==> config.mk <==
export PLATFORM = sky130hd
export DESIGN_NAME = bool_proc
export DESIGN_NICKNAME = d
export VERILOG_FILES = /design/src/rtl/bp_pkg.sv /design/src/rtl/bp_exec.sv /design/src/rtl/bp_cond_eval.sv /design/src/rtl/bp_bitmem.sv /design/src/rtl/bool_proc.sv
export SDC_FILE = /design/constraint.sdc
export NUM_CORES = 1
export LEC_CHECK = 0
export BUFFER_PORTS_ARGS = -buffer_cell sky130_fd_sc_hd__buf_4
export CORE_UTILIZATION = 60
export DETAILED_ROUTE_END_ITERATION = 6
export GPL_TIMING_DRIVEN = 0
export PLACE_DENSITY = 0.87
export RECOVER_POWER = 100
export SKIP_LAST_GASP = 1
export SYNTH_ARGS = -nofsm -noshare
export SYNTH_HDL_FRONTEND = slang
export SYNTH_SLANG_ARGS = --single-unit
==> constraint.sdc <==
create_clock -name clk -period 9.9 [get_ports clk]
set_input_delay 1.98 -clock clk [delete_from_list [all_inputs] [get_ports clk]]
set_output_delay 1.98 -clock clk [all_outputs]
set_load 0.02 [all_outputs]
==> src/rtl/bp_pkg.sv <==
package bp_pkg;
  localparam int OP_W = 5;

  typedef enum logic [OP_W-1:0] {
    OP_NOP      = 5'd0,
    OP_SET_BIT  = 5'd1,
    OP_CLR_BIT  = 5'd2,
    OP_INV_BIT  = 5'd3,
    OP_SET_C    = 5'd4,
    OP_CLR_C    = 5'd5,
    OP_INV_C    = 5'd6,
    OP_AND_B    = 5'd7,
    OP_AND_NB   = 5'd8,
    OP_OR_B     = 5'd9,
    OP_OR_NB    = 5'd10,
    OP_LOAD_C   = 5'd11,
    OP_STORE_C  = 5'd12,
    OP_T_ONE    = 5'd13,
    OP_T_ZERO   = 5'd14,
    OP_T_ONECLR = 5'd15,
    OP_T_C      = 5'd16,
    OP_T_NC     = 5'd17
  } bp_op_e;

  // {write_enable, value} for the carry register
  function automatic logic [1:0] bp_carry_next(bp_op_e op, logic c, logic b);
    case (op)
      OP_SET_C:  return 2'b11;
      OP_CLR_C:  return 2'b10;
      OP_INV_C:  return {1'b1, ~c};
      OP_AND_B:  return {1'b1, c & b};
      OP_AND_NB: return {1'b1, c & ~b};
      OP_OR_B:   return {1'b1, c | b};
      OP_OR_NB:  return {1'b1, c | ~b};
      OP_LOAD_C: return {1'b1, b};
      default:   return 2'b00;
    endcase
  endfunction

  // {write_enable, value} for the addressed bit
  function automatic logic [1:0] bp_bit_next(bp_op_e op, logic c, logic b);
    case (op)
      OP_SET_BIT:  return 2'b11;
      OP_CLR_BIT:  return 2'b10;
      OP_INV_BIT:  return {1'b1, ~b};
      OP_STORE_C:  return {1'b1, c};
      OP_T_ONECLR: return {b, 1'b0};
      default:     return 2'b00;
    endcase
  endfunction

  function automatic logic bp_cond(bp_op_e op, logic c, logic b);
    case (op)
      OP_T_ONE, OP_T_ONECLR: return b;
      OP_T_ZERO:             return ~b;
      OP_T_C:                return c;
      OP_T_NC:               return ~c;
      default:               return 1'b0;
    endcase
  endfunction
endpackage

==> src/rtl/bp_exec.sv <==
module bp_exec
  import bp_pkg::*;
(
  input  logic            valid_i,
  input  logic [OP_W-1:0] op_i,
  input  logic            carry_i,
  input  logic            bit_i,
  output logic            bit_we_o,
  output logic            bit_val_o,
  output logic            c_we_o,
  output logic            c_val_o
);
  bp_op_e     op;
  logic [1:0] bn, cn;

  always_comb begin
    op = bp_op_e'(op_i);
    bn = bp_bit_next(op, carry_i, bit_i);
    cn = bp_carry_next(op, carry_i, bit_i);
    bit_we_o  = valid_i & bn[1];
    bit_val_o = bn[0];
    c_we_o    = valid_i & cn[1];
    c_val_o   = cn[0];
  end
endmodule

==> src/rtl/bp_cond_eval.sv <==
module bp_cond_eval
  import bp_pkg::*;
(
  input  logic            valid_i,
  input  logic [OP_W-1:0] op_i,
  input  logic            carry_i,
  input  logic            bit_i,
  output logic            taken_o
);
  always_comb taken_o = valid_i & bp_cond(bp_op_e'(op_i), carry_i, bit_i);
endmodule

==> src/rtl/bp_bitmem.sv <==
module bp_bitmem #(
  parameter int N_BITS = 128,
  parameter int BYTE_W = 8,
  localparam int AW    = $clog2(N_BITS),
  localparam int NBY   = N_BITS / BYTE_W,
  localparam int BIW   = $clog2(NBY),
  localparam int SHW   = $clog2(BYTE_W)
) (
  input  logic              clk,
  input  logic              rst_n,
  input  logic              bit_we_i,
  input  logic [AW-1:0]     bit_addr_i,
  input  logic              bit_val_i,
  input  logic              byte_we_i,
  input  logic [BIW-1:0]    byte_idx_i,
  input  logic [BYTE_W-1:0] byte_data_i,
  output logic              rd_bit_o,
  output logic [N_BITS-1:0] mem_o
);
  logic [N_BITS-1:0] mem_q;

  for (genvar i = 0; i < N_BITS; i++) begin : g_cell
    logic hit_bit, hit_byte;
    assign hit_bit  = bit_we_i  && (bit_addr_i == AW'(i));
    assign hit_byte = byte_we_i && (byte_idx_i == BIW'(i / BYTE_W));
    always_ff @(posedge clk or negedge rst_n) begin
      if (!rst_n)        mem_q[i] <= 1'b0;
      else if (hit_bit)  mem_q[i] <= bit_val_i;
      else if (hit_byte) mem_q[i] <= byte_data_i[i % BYTE_W];
    end
  end

  assign rd_bit_o = mem_q[bit_addr_i];
  assign mem_o    = mem_q;

  // bit command wins over byte write
  p_bit_priority_r10: assert property (@(posedge clk) disable iff (!rst_n)
    bit_we_i && byte_we_i |=> mem_q[$past(bit_addr_i)] == $past(bit_val_i));

  // byte lands when no bit write shares its byte
  p_byte_write_r9: assert property (@(posedge clk) disable iff (!rst_n)
    byte_we_i && !bit_we_i |=>
      mem_q[{$past(byte_idx_i), {SHW{1'b0}}} +: BYTE_W] == $past(byte_data_i));

  // no writer, no change
  p_hold_r11: assert property (@(posedge clk) disable iff (!rst_n)
    !bit_we_i && !byte_we_i |=> $stable(mem_q));
endmodule

==> src/rtl/bool_proc.sv <==
module bool_proc
  import bp_pkg::*;
(
  input  logic       clk,
  input  logic       rst_n,
  input  logic       cmd_valid_i,
  input  logic [4:0] cmd_op_i,
  input  logic [6:0] cmd_addr_i,
  input  logic       byte_we_i,
  input  logic [3:0] byte_idx_i,
  input  logic [7:0] byte_data_i,
  output logic       taken_o,
  output logic       carry_o,
  output logic       bit_o
);
  localparam int N_BITS = 128;
  localparam int BYTE_W = 8;

  logic              carry_q;
  logic              cur_bit;
  logic              bit_we, bit_val, c_we, c_val;
  logic [N_BITS-1:0] mem_view;

  bp_exec u_exec (
    .valid_i(cmd_valid_i), .op_i(cmd_op_i), .carry_i(carry_q), .bit_i(cur_bit),
    .bit_we_o(bit_we), .bit_val_o(bit_val), .c_we_o(c_we), .c_val_o(c_val)
  );

  bp_cond_eval u_cond (
    .valid_i(cmd_valid_i), .op_i(cmd_op_i), .carry_i(carry_q), .bit_i(cur_bit),
    .taken_o(taken_o)
  );

  bp_bitmem #(.N_BITS(N_BITS), .BYTE_W(BYTE_W)) u_mem (
    .clk(clk), .rst_n(rst_n),
    .bit_we_i(bit_we), .bit_addr_i(cmd_addr_i), .bit_val_i(bit_val),
    .byte_we_i(byte_we_i), .byte_idx_i(byte_idx_i), .byte_data_i(byte_data_i),
    .rd_bit_o(cur_bit), .mem_o(mem_view)
  );

  always_ff @(posedge clk or negedge rst_n) begin
    if (!rst_n)    carry_q <= 1'b0;
    else if (c_we) carry_q <= c_val;
  end

  assign carry_o = carry_q;
  assign bit_o   = cur_bit;

  // set-carry command leaves carry at one
  p_set_carry_r3: assert property (@(posedge clk) disable iff (!rst_n)
    cmd_valid_i && cmd_op_i == 5'd4 |=> carry_q);

  // after test-then-clear the bit is zero in either case
  p_test_clear_r8: assert property (@(posedge clk) disable iff (!rst_n)
    cmd_valid_i && cmd_op_i == 5'd15 && !byte_we_i |=> !mem_view[$past(cmd_addr_i)]);

  // inverted-operand AND keeps the stored bit
  p_and_inv_keep_r5: assert property (@(posedge clk) disable iff (!rst_n)
    cmd_valid_i && cmd_op_i == 5'd8 && !byte_we_i |=>
      mem_view[$past(cmd_addr_i)] == $past(cur_bit));

  // no command, no taken
  p_taken_idle_r11: assert property (@(posedge clk) disable iff (!rst_n)
    !cmd_valid_i |-> !taken_o);

  // carry tests never disturb carry
  p_carry_test_stable_r7: assert property (@(posedge clk) disable iff (!rst_n)
    cmd_valid_i && (cmd_op_i == 5'd16 || cmd_op_i == 5'd17) |=> $stable(carry_q));
endmodule

==> metrics.txt, run 1 <==
outcome=finished, violations left; failing checks=design-rule violations, max-capacitance violations, max-slew violations; Max clock buf depth=2; Worst EP arrival=between 5 and 6 ns; CP max stage delay=about 0.60 ns; via count=roughly 8100; Finish-stage setup viols=0; Max Freq=approximately 140 MHz; area share of the largest cell type after synthesis=between 30 and 40%; Worst Tran Pin Value=2.07 ns; clock-pin slew on the worst setup and hold paths=0.06 ns; Area contributors post-synth=dfrtp_1 (37%), mux2i_1 (30%), nand4_1 (8.6%); GRT Total Usage=47.9%; Post-synth top flop=dfrtp_1; most common cell in the synthesized netlist=mux2i_1; TritonRoute pass-1 iters=7; Antenna diodes=0; global routing usage on met1=between 60% and 70%; Tcrit/Tclk final=around three quarters; busiest grt layer=met2; RSZ-0062 raised after global routing=false; Die X=about 120 µm; most frequent cells after synthesis=mux2i_1 (259), dfrtp_1 (129), nand4_1 (120); Lkg Pwr=around 0.0046 µW; row cnt=43; CTS Root Cell=clkbuf_16; CP required=between 7 and 8 ns; WL/cell=between 30 and 40 µm; Max H-tree Level=4; DR DRC count=65; clock skew=roughly 0.012 ns; met3 Use GR=between 10% and 20%; RD Place Congestion=approximately 1.0; Post-synth EDFFs=0; share of cells above drive strength 1=a little over an eighth; dpl hpwl=22600 µm; Resize count post-CTS=0; syn_nets=826; CP Capture Type=primary output; Post-synth ARST share=100%; Final #Nets=874; flops & latches, synth=129; drt initial violations=roughly 1800; first-pass GRT wire length=between 50000 and 60000 µm; slowest CP cell=clkbuf_1; area delta synth->final=11.4%; cell area after synthesis=approximately 8700 µm²; ANT nets after route=0; critical path's top delay family=buffers and inverters; worst-path fanout max=10; max-cap viol count=1; sequential share of the synthesized area=a little under two fifths; clock sink total=129; die area=approximately 15000 µm²; pwr dens=192 nW/µm²; DR vias/cell=7.79; Post-CTS Setup Inserts=0; synth warn=0; max-slew violations=34; setup TNS=0 ns; Max transition margin=-38.2%; Layout Utilization=between 60% and 70%; initial antenna violation count=1; met2 Usage GRT=66.4%; worst skew pair latency=0.44 ns; vias in the first global route=8044; power after layout=~1900 µW; Post-Syn Instances=roughly 800; I/O pin cnt=31; Fillers=around 1000; Port Buffers=26; Starting Density=just over 60%; area leader, netlist=dfrtp_1; critical path cell sequence=clkbuf_1 -> clkbuf_1 -> clkbuf_1 -> a211oi_1 -> o31ai_1 -> nand4_2 -> o211ai_1 -> and2_0 -> clkbuf_1 -> a21oi_1 -> mux2i_1 -> clkbuf_1; core area=14000 µm²; GRT overflow=0; Worst setup SP type=input pin; Crit Path Class=in -> out; peak supply drop=~0.16 mV; chip height=approximately 120 µm; Min-Delay Path Class=reg -> reg; total wire length=about 34000 µm; cts hold-fix bufs=0; Avg Cell Area, Syn=between 10 and 15 µm²; worst path bufs/invs=5; CTS tree=built; largest net degree at the start of global routing=97; TritonCTS buffer count=17; final hold vios=0; Netlist cell types=51; fin crit period=~7.4 ns; crit-path most repeated cell=clkbuf_1
-- routing by layer --
layer,wire length [µm],part of all wire [%]
met5,0,0
met1,12600,37
met4,2740,8.0
met2,14000,41
met3,5040,15
-- report_power, final --
| group | total (µW) | leakage [µW] | internal (µW) | switching, µW |
|---|---|---|---|---|
| Combinational | 439 | 0.00271 | 182 | 257 |
| Sequential | 726 | 0.00158 | 652 | 73.9 |
| Clock | 706 | 0.000308 | 447 | 259 |
| Total | 1870 | 0.00460 | 1280 | 590 |
-- kinds of logic after synthesis --
family	Yosys count	synth area share (%)
compound gates	61	5.25
mux	295	37.0
simple gates	228	15.1
buf+inv	85	5.82
flops	129	36.9
-- stage by stage --
step / instance area [µm²] / instances / setup WS, ns / hold slack (ns)
after floorplan: 8750 / 798 / 3.71 / 0.525
after CTS: 9900 / 1039 / 3.03 / 0.563
after global placement: 9170 / 1004 / 3.08 / 0.541
after detailed placement: 9260 / 1007 / 3.08 / 0.550
after global routing: 9740 / 1039 / 2.40 / 0.584
final: 9740 / 1039 / 2.51 / 0.561
-- registers in the layout, indices dropped and copies added, names as in the netlist --
signal,cells
carry_o,1
u_mem.mem_o,128
-- layout make-up --
type | instances | area [µm²] | area share (%)
well taps | 180 | 225 | 2.31
inverters | 1 | 3.75 | 0.0385
multi-input cells | 584 | 5040 | 51.7
clock buffers | 19 | 433 | 4.44
repair buffers | 29 | 226 | 2.32
flip-flops and latches | 129 | 3230 | 33.1
plain buffers | 84 | 375 | 3.85
clock inverters | 13 | 210 | 2.16
-- final timing paths --
kind | startpoint | end | slack, ns | cells after the start
setup reg to reg | u_mem.mem_o[109] | u_mem.mem_o[19] | 6.19 | 11
setup / recovery | cmd_addr_i[3] | taken_o | 2.51 | 12
max in group asynchronous | rst_n | u_mem.mem_o[90] | 6.46 | 2
hold / removal | u_mem.mem_o[113] | u_mem.mem_o[113] | 0.56 | 2
hold reg to reg | u_mem.mem_o[113] | u_mem.mem_o[113] | 0.56 | 2
min in group asynchronous | rst_n | u_mem.mem_o[69] | 2.13 | 1
-- worst register-to-register path, stage by stage, from the launching register on --
cell and delay, ns:
dfrtp_1 0.38, mux4_1 0.52, mux4_2 0.48, nand2b_4 0.16
nand4_2 0.12, o211ai_1 0.13, and2_0 0.18, clkbuf_1 0.17
a211o_4 0.39, clkbuf_1 0.25, clkbuf_1 0.45, mux2i_1 0.36
-- placed cells by master, fill, tap and decap left out, types with 9 or more instances in the layout --
cell type	n
clkbuf_16	17
a31oi_1	10
buf_4	24
clkbuf_1	64
mux2i_1	259
buf_2	12
nand2b_1	17
nor2b_1	13
mux4_2	13
a41oi_1	9
nand2_1	14
mux2_2	17
nor2_1	34
dfrtp_1	129
nand4_1	120
(Power assumes the default switching activity.)
==> run 2: changes to the inputs <==
Settings changed: CORE_UTILIZATION 60 to 57, PLACE_DENSITY 0.87 to 0.86.
Clock period 9.9 ns to 6.7 ns, I/O delays scaled along.
==> run 2 against run 1 <==
The flow finishes with violations (max-capacitance violations, max-slew violations). Sequential share of layout area about the same. Flip-flop and latch count stayed put. Setup slack worse by 2.0 ns. Register-to-register slack got worse by 3.0 ns. Routed wire length is 0.63% lower. Clock-buffer cell count is 1 higher. Highest routed layer is now met5.
==> metrics.txt, run 2 (synthesis gave the netlist of run 1 again) <==
Antenna diodes=0 (unchanged); Post-Layout Inst Area=9760 µm² (+0.13%); Flop pwr share=41.1% (+2.3 points); hold_ws=0.566 ns (+0.00538 ns); outcome=finished, violations left; DR DRC count=0 (-100%); Final #Nets=874 (unchanged); Max H-tree Level=4 (unchanged); Finish-stage setup viols=0 (unchanged); Worst setup SP type=input pin; area of the multi-input gates=5040 µm² (about the same); initial antenna violation count=1 (unchanged); max-cap viol count=3 (+2); total wire length=34100 µm (-0.63%); share of cells above drive strength 1=14.5% (+1.2 points); Max clock buf depth=2 (unchanged); Comb power frac=25.1% (+1.6 points); Post-CTS Setup Inserts=0 (unchanged); max-slew violations=140 (+310%); Tcrit/Tclk final=~90%; Worst Tran Pin Value=3.32 ns (+1.25 ns); chip height=126 µm (+2.6%); CTS tree=built; ANT nets after route=0 (unchanged); pwr dens=268 nW/µm² (+40%); area delta synth->final=11.5%; FF+latch area=3230 µm² (unchanged); largest net degree at the start of global routing=70 (-28%); cts hold-fix bufs=0 (unchanged); Lkg Pwr=0.00461 µW (+0.35%); setup TNS=0 ns (unchanged); Crit Path Class=in -> out; clock skew=0.0114 ns (-0.000321 ns); drt initial violations=1386 (-21%); clock sink total=129 (unchanged); first-pass GRT wire length=50400 µm (about the same); Layout Utilization=66.1% (-3.3 points); post-route setup slack=0.536 ns (-1.98 ns); TritonCTS buffer count=17 (unchanged); Max Freq=approximately 160 MHz; critical path cell sequence=clkbuf_1 -> clkbuf_1 -> clkbuf_1 -> a211oi_1 -> o31ai_1 -> nand4_2 -> o211ai_1 -> and2_2 -> buf_6 -> a2bb2oi_1 -> mux2i_1 -> clkbuf_1; Fillers=1166 (+11%); failing checks=max-capacitance violations, max-slew violations; pre-CTS worst setup slack=0.991 ns (-2.09 ns); CTS Root Cell=clkbuf_16; commonest cells after routing, fill and taps aside=mux2i_1 (259), dfrtp_1 (129), nand4_1 (120), clkbuf_1 (54), nor2_1 (34); slowest CP cell=o31ai_1; Die X=126 µm (+2.6%); critical path's top delay family=buffers and inverters; GRT overflow=0 (unchanged); Resize count post-CTS=0 (unchanged); CP required=5.36 ns (-2.56 ns); RD Place Congestion=1.04 (about the same); Port Buffers=26 (unchanged); TritonRoute pass-1 iters=7 (unchanged); Min-Delay Path Class=reg -> reg; Max transition margin=-122% (-83 points); fin crit period=between 6 and 7 ns; GRT Total Usage=44.2% (-3.8 points); CP Capture Type=primary output; row cnt=44 (+2.3%); worst path bufs/invs=5 (unchanged); dpl hpwl=22600 µm (+0.17%); vias in the first global route=8088 (+0.55%); peak supply drop=0.202 mV (+29%); Worst EP arrival=4.82 ns (-0.59 ns); clock network fraction of total power=33.9% (-3.8 points); RSZ-0062 raised after global routing=false; worst-path fanout max=10 (unchanged); worst skew pair latency=0.44 ns (about the same); crit-path most repeated cell=clkbuf_1; Sw Share=32.7% (+1.2 points); final hold vios=0 (unchanged); via count=8082 (-0.087%); die area=15800 µm² (+5.2%); WL/cell=32.7 µm (-0.91%); switching pwr=854 µW (+45%); core area=14800 µm² (+5.1%); DP Area=9250 µm² (about the same); clock-pin slew on the worst setup and hold paths=0.06 ns (about the same); internal cell power=1760 µW (+37%); DR vias/cell=7.76 (-0.37%); commonest non-fill, non-tap cell in the layout=mux2i_1; max reg flops=128 (unchanged); CP max stage delay=0.67 ns (+0.07 ns); I/O pin cnt=31 (unchanged); Starting Density=59.3% (-3.0 points)
run 2: worst paths after layout:
check / start / to / slack (ns) / cells after the start
worst max-delay path: cmd_addr_i[3] / taken_o / 0.54 / 12
worst min-delay path: u_mem.mem_o[107] / u_mem.mem_o[107] / 0.57 / 2
worst max register to register: u_mem.mem_o[114] / u_mem.mem_o[118] / 3.20 / 10
worst min register to register: u_mem.mem_o[107] / u_mem.mem_o[107] / 0.57 / 2
max in group asynchronous: rst_n / u_mem.mem_o[84] / 1.55 / 2
min in group asynchronous: rst_n / u_mem.mem_o[1] / 2.01 / 1
run 2: tightest hold or removal path, stage by stage, from the launching register on:
cell	delay (ns)
dfrtp_1	0.34
mux2i_1	0.06
mux2i_1	0.12
run 2: layout make-up:
type	instances	area share (%)
buffer	84	5.09
sequential	129	33.1
tap	184	2.36
clock inverter	11	0.923
inverter	1	0.0385
clock buffer	20	4.68
multi-input combinational	584	51.7
timing repair buffer	29	2.13
run 2: routing by layer:
layer | GRT usage (%) | part of all wire (%) | up-vias
li1 | - | - | 3199
met1 | 56.2 | 36 | 3887
met2 | 60.5 | 40 | 753
met3 | 16.9 | 15 | 239
met4 | 32.8 | 8.5 | 4
met5 | 3.10 | 0.17 | -
run 2: per-stage QoR:
step           std cells  total power [µW]
2_1_floorplan        798              1480
3_3_place_gp        1008              1670
3_5_place_dp        1011              1710
4_1_cts             1042              2570
5_1_grt             1042              2690
6_report            1042              2610
run 2: power groups by stage:
stage	combinational (µW)	clock, µW	sequential (µW)
2_1_floorplan	436	0	1040
3_3_place_gp	605	0	1060
3_5_place_dp	631	0	1070
4_1_cts	636	874	1060
5_1_grt	694	912	1080
6_report	655	886	1070
==> run 3: changes to the inputs <==
Settings changed: REMOVE_ABC_BUFFERS set to 1, SETUP_SLACK_MARGIN set to 0.1.
==> run 3 against run 2 <==
The flow still finishes with violations (max-capacitance violations, max-slew violations). First-iteration DRC count is 14% lower. Register-to-register slack worse by 0.71 ns. Hold slack hardly changed. Sequential share of layout area is 1.1 points higher. Largest power group unchanged. Clock power is 6.9% lower.
==> metrics.txt, run 3 (synthesis gave the netlist of run 1 again) <==
Crit Path Class=in -> out; drt initial violations=1190 (-14%); WL/cell=26.3 µm (-20%); area delta synth->final=7.92%; Fillers=1131 (-3.0%); via count=7215 (-11%); row cnt=44 (unchanged); Tcrit/Tclk final=87.8% (-4.2 points); RSZ-0062 raised after global routing=false; Die X=126 µm (unchanged); max reg flops=128 (unchanged); busiest grt layer=met2; CTS Root Cell=clkbuf_16; commonest cells after routing, fill and taps aside=mux2i_1 (259), dfrtp_1 (129), nand4_1 (120), nor2_1 (34), buf_4 (27); clock sink total=129 (unchanged); fin crit period=5.88 ns (-0.284 ns); Hold Path Stages=2 (unchanged); core area=14800 µm² (unchanged); Starting Density=59.3% (unchanged); clock skew=0.00925 ns (-0.00217 ns); switching pwr=768 µW (-10%); Resize count post-CTS=0 (unchanged); die area=15800 µm² (unchanged); CP Capture Type=primary output; setup TNS=0 ns (unchanged); Max transition margin=-61.8% (+60 points); Worst setup SP type=input pin; Sw Share=30.9% (-1.8 points); peak supply drop=0.209 mV (+3.3%); Worst EP arrival=4.54 ns (-0.28 ns); R2R setup slack=2.49 ns (-0.71 ns); DR vias/cell=7.44 (-4.1%); largest net degree at the start of global routing=129 (+84%); chip height=126 µm (unchanged); Antenna diodes=0 (unchanged); Critical R2R Launch=u_mem.mem_o[19]; Min-Delay Path Class=reg -> reg; clock-pin slew on the worst setup and hold paths=0.05 ns (about the same); pre-CTS worst setup slack=1.09 ns (+0.0985 ns); area of the multi-input gates=5080 µm² (+0.72%); post-route setup slack=0.821 ns (+0.284 ns); GRT overflow=0 (unchanged); pwr dens=263 nW/µm² (-1.7%); max-slew violations=261 (+86%); met3 Use GR=9.47% (-7.5 points); hold path start=u_mem.mem_o[45]; Finish-stage setup viols=0 (unchanged); Max Freq=170 MHz (+4.8%); cts hold-fix bufs=0 (unchanged); Worst Tran Pin Value=2.43 ns (-0.895 ns); final hold vios=0 (unchanged); worst-path fanout max=56 (+46); Final #Nets=803 (-8.1%); Hold Crit Endpoint=u_mem.mem_o[45]; outcome=finished, violations left; I/O pin cnt=31 (unchanged); failing checks=max-capacitance violations, max-slew violations; internal cell power=1720 µW (-2.3%); ANT nets after route=0 (unchanged); Comb power frac=23.8% (-1.3 points); r2r worst-path depth=8 (-2); Flop pwr share=43.0% (+1.9 points); reg-to-reg critical path endpoint=u_mem.mem_o[51]; met2 Usage GRT=48.9% (-12 points); max-cap viol count=3 (unchanged); total wire length=25500 µm (-25%); vias in the first global route=7142 (-12%); clock network fraction of total power=33.2% (-0.7 points); RD Place Congestion=0.884 (-15%); Lkg Pwr=0.00447 µW (-3.1%); share of cells above drive strength 1=13.9% (-0.58 points); Post-CTS Setup Inserts=0 (unchanged); GRT Total Usage=33.3% (-11 points); DR DRC count=0 (unchanged); initial antenna violation count=0 (-1); Max H-tree Level=4 (unchanged); FF+latch area=3230 µm² (unchanged); Max clock buf depth=2 (unchanged); first-pass GRT wire length=39900 µm (-21%); commonest non-fill, non-tap cell in the layout=mux2i_1; global routing usage on met1=45.1% (-11 points); CTS tree=built; Port Buffers=30 (+15%); TritonRoute pass-1 iters=6 (-1); TritonCTS buffer count=17 (unchanged); worst skew pair latency=0.43 ns (about the same); CP required=5.36 ns (about the same); dpl hpwl=14800 µm (-34%)
==> run 3: cell types whose count changed in the layout (fill, tap and decap cells not counted), moves of 4 or more <==
| cell | change |
|---|---|
| buf_1 | -8 |
| clkbuf_1 | -45 |
| buf_8 | -10 |
| buf_2 | -9 |
| buf_12 | +4 |
==> run 3: routing by layer <==
layer | wire length, µm | vias up
met2 | 11400 | 511
li1 | - | 3040
met4 | 1090 | 0
met3 | 2870 | 93
met5 | 0 | -
met1 | 10100 | 3571
==> run 3: stage by stage <==
stage | util (%) | cells | power [µW] | hold WS [ns] | instance area, µm²
final | 64.0 | 970 | 2490 | 0.566 | 9440
after global routing | 64.0 | 970 | 2590 | 0.585 | 9440
after CTS | 64.3 | 970 | 2480 | 0.566 | 9490
after detailed placement | 60.9 | 940 | 1660 | 0.552 | 8990
after global placement | 59.0 | 928 | 1600 | 0.539 | 8700
after floorplan | - | 714 | 1430 | 0.525 | 8240
==> run 3: worst max-delay path by stage <==
stage	startpoint	end	slack, ns	cells after the start
detailed placement	cmd_addr_i[1]	taken_o	1.09	10
global route	cmd_addr_i[1]	taken_o	0.77	10
CTS	cmd_addr_i[1]	taken_o	1.09	10
finish	cmd_addr_i[1]	taken_o	0.82	10
global placement	cmd_op_i[0]	u_mem.mem_o[83]	-3.56	6
floorplan	cmd_op_i[3]	u_mem.mem_o[84]	-0.49	6
==> run 3: cell type report <==
cell class,instances,area share (%)
Tap cell,184,2.44
Multi-Input combinational cell,584,53.8
Timing Repair Buffer,42,4.19
Inverter,1,0.0398
Clock inverter,6,0.371
Clock buffer,24,5.00
Sequential cell,129,34.2
==> run 3: power groups by stage <==
| stage | clock network, µW | logic [µW] | registers [µW] |
|---|---|---|---|
| final | 825 | 593 | 1070 |
| after global placement | 0 | 537 | 1060 |
| after detailed placement | 0 | 584 | 1070 |
| after CTS | 823 | 588 | 1060 |
| after global routing | 865 | 638 | 1090 |
| after floorplan | 0 | 392 | 1040 |
==> run 3: critical path, stage by stage <==
cell	delay [ns]
buf_4	0.66
mux4_4	0.74
mux2i_1	0.32
a22oi_1	0.16
o2111ai_1	0.17
nand3_1	0.23
and2_0	0.30
a2bb2oi_1	0.18
mux2i_1	0.13
clkbuf_1	0.25
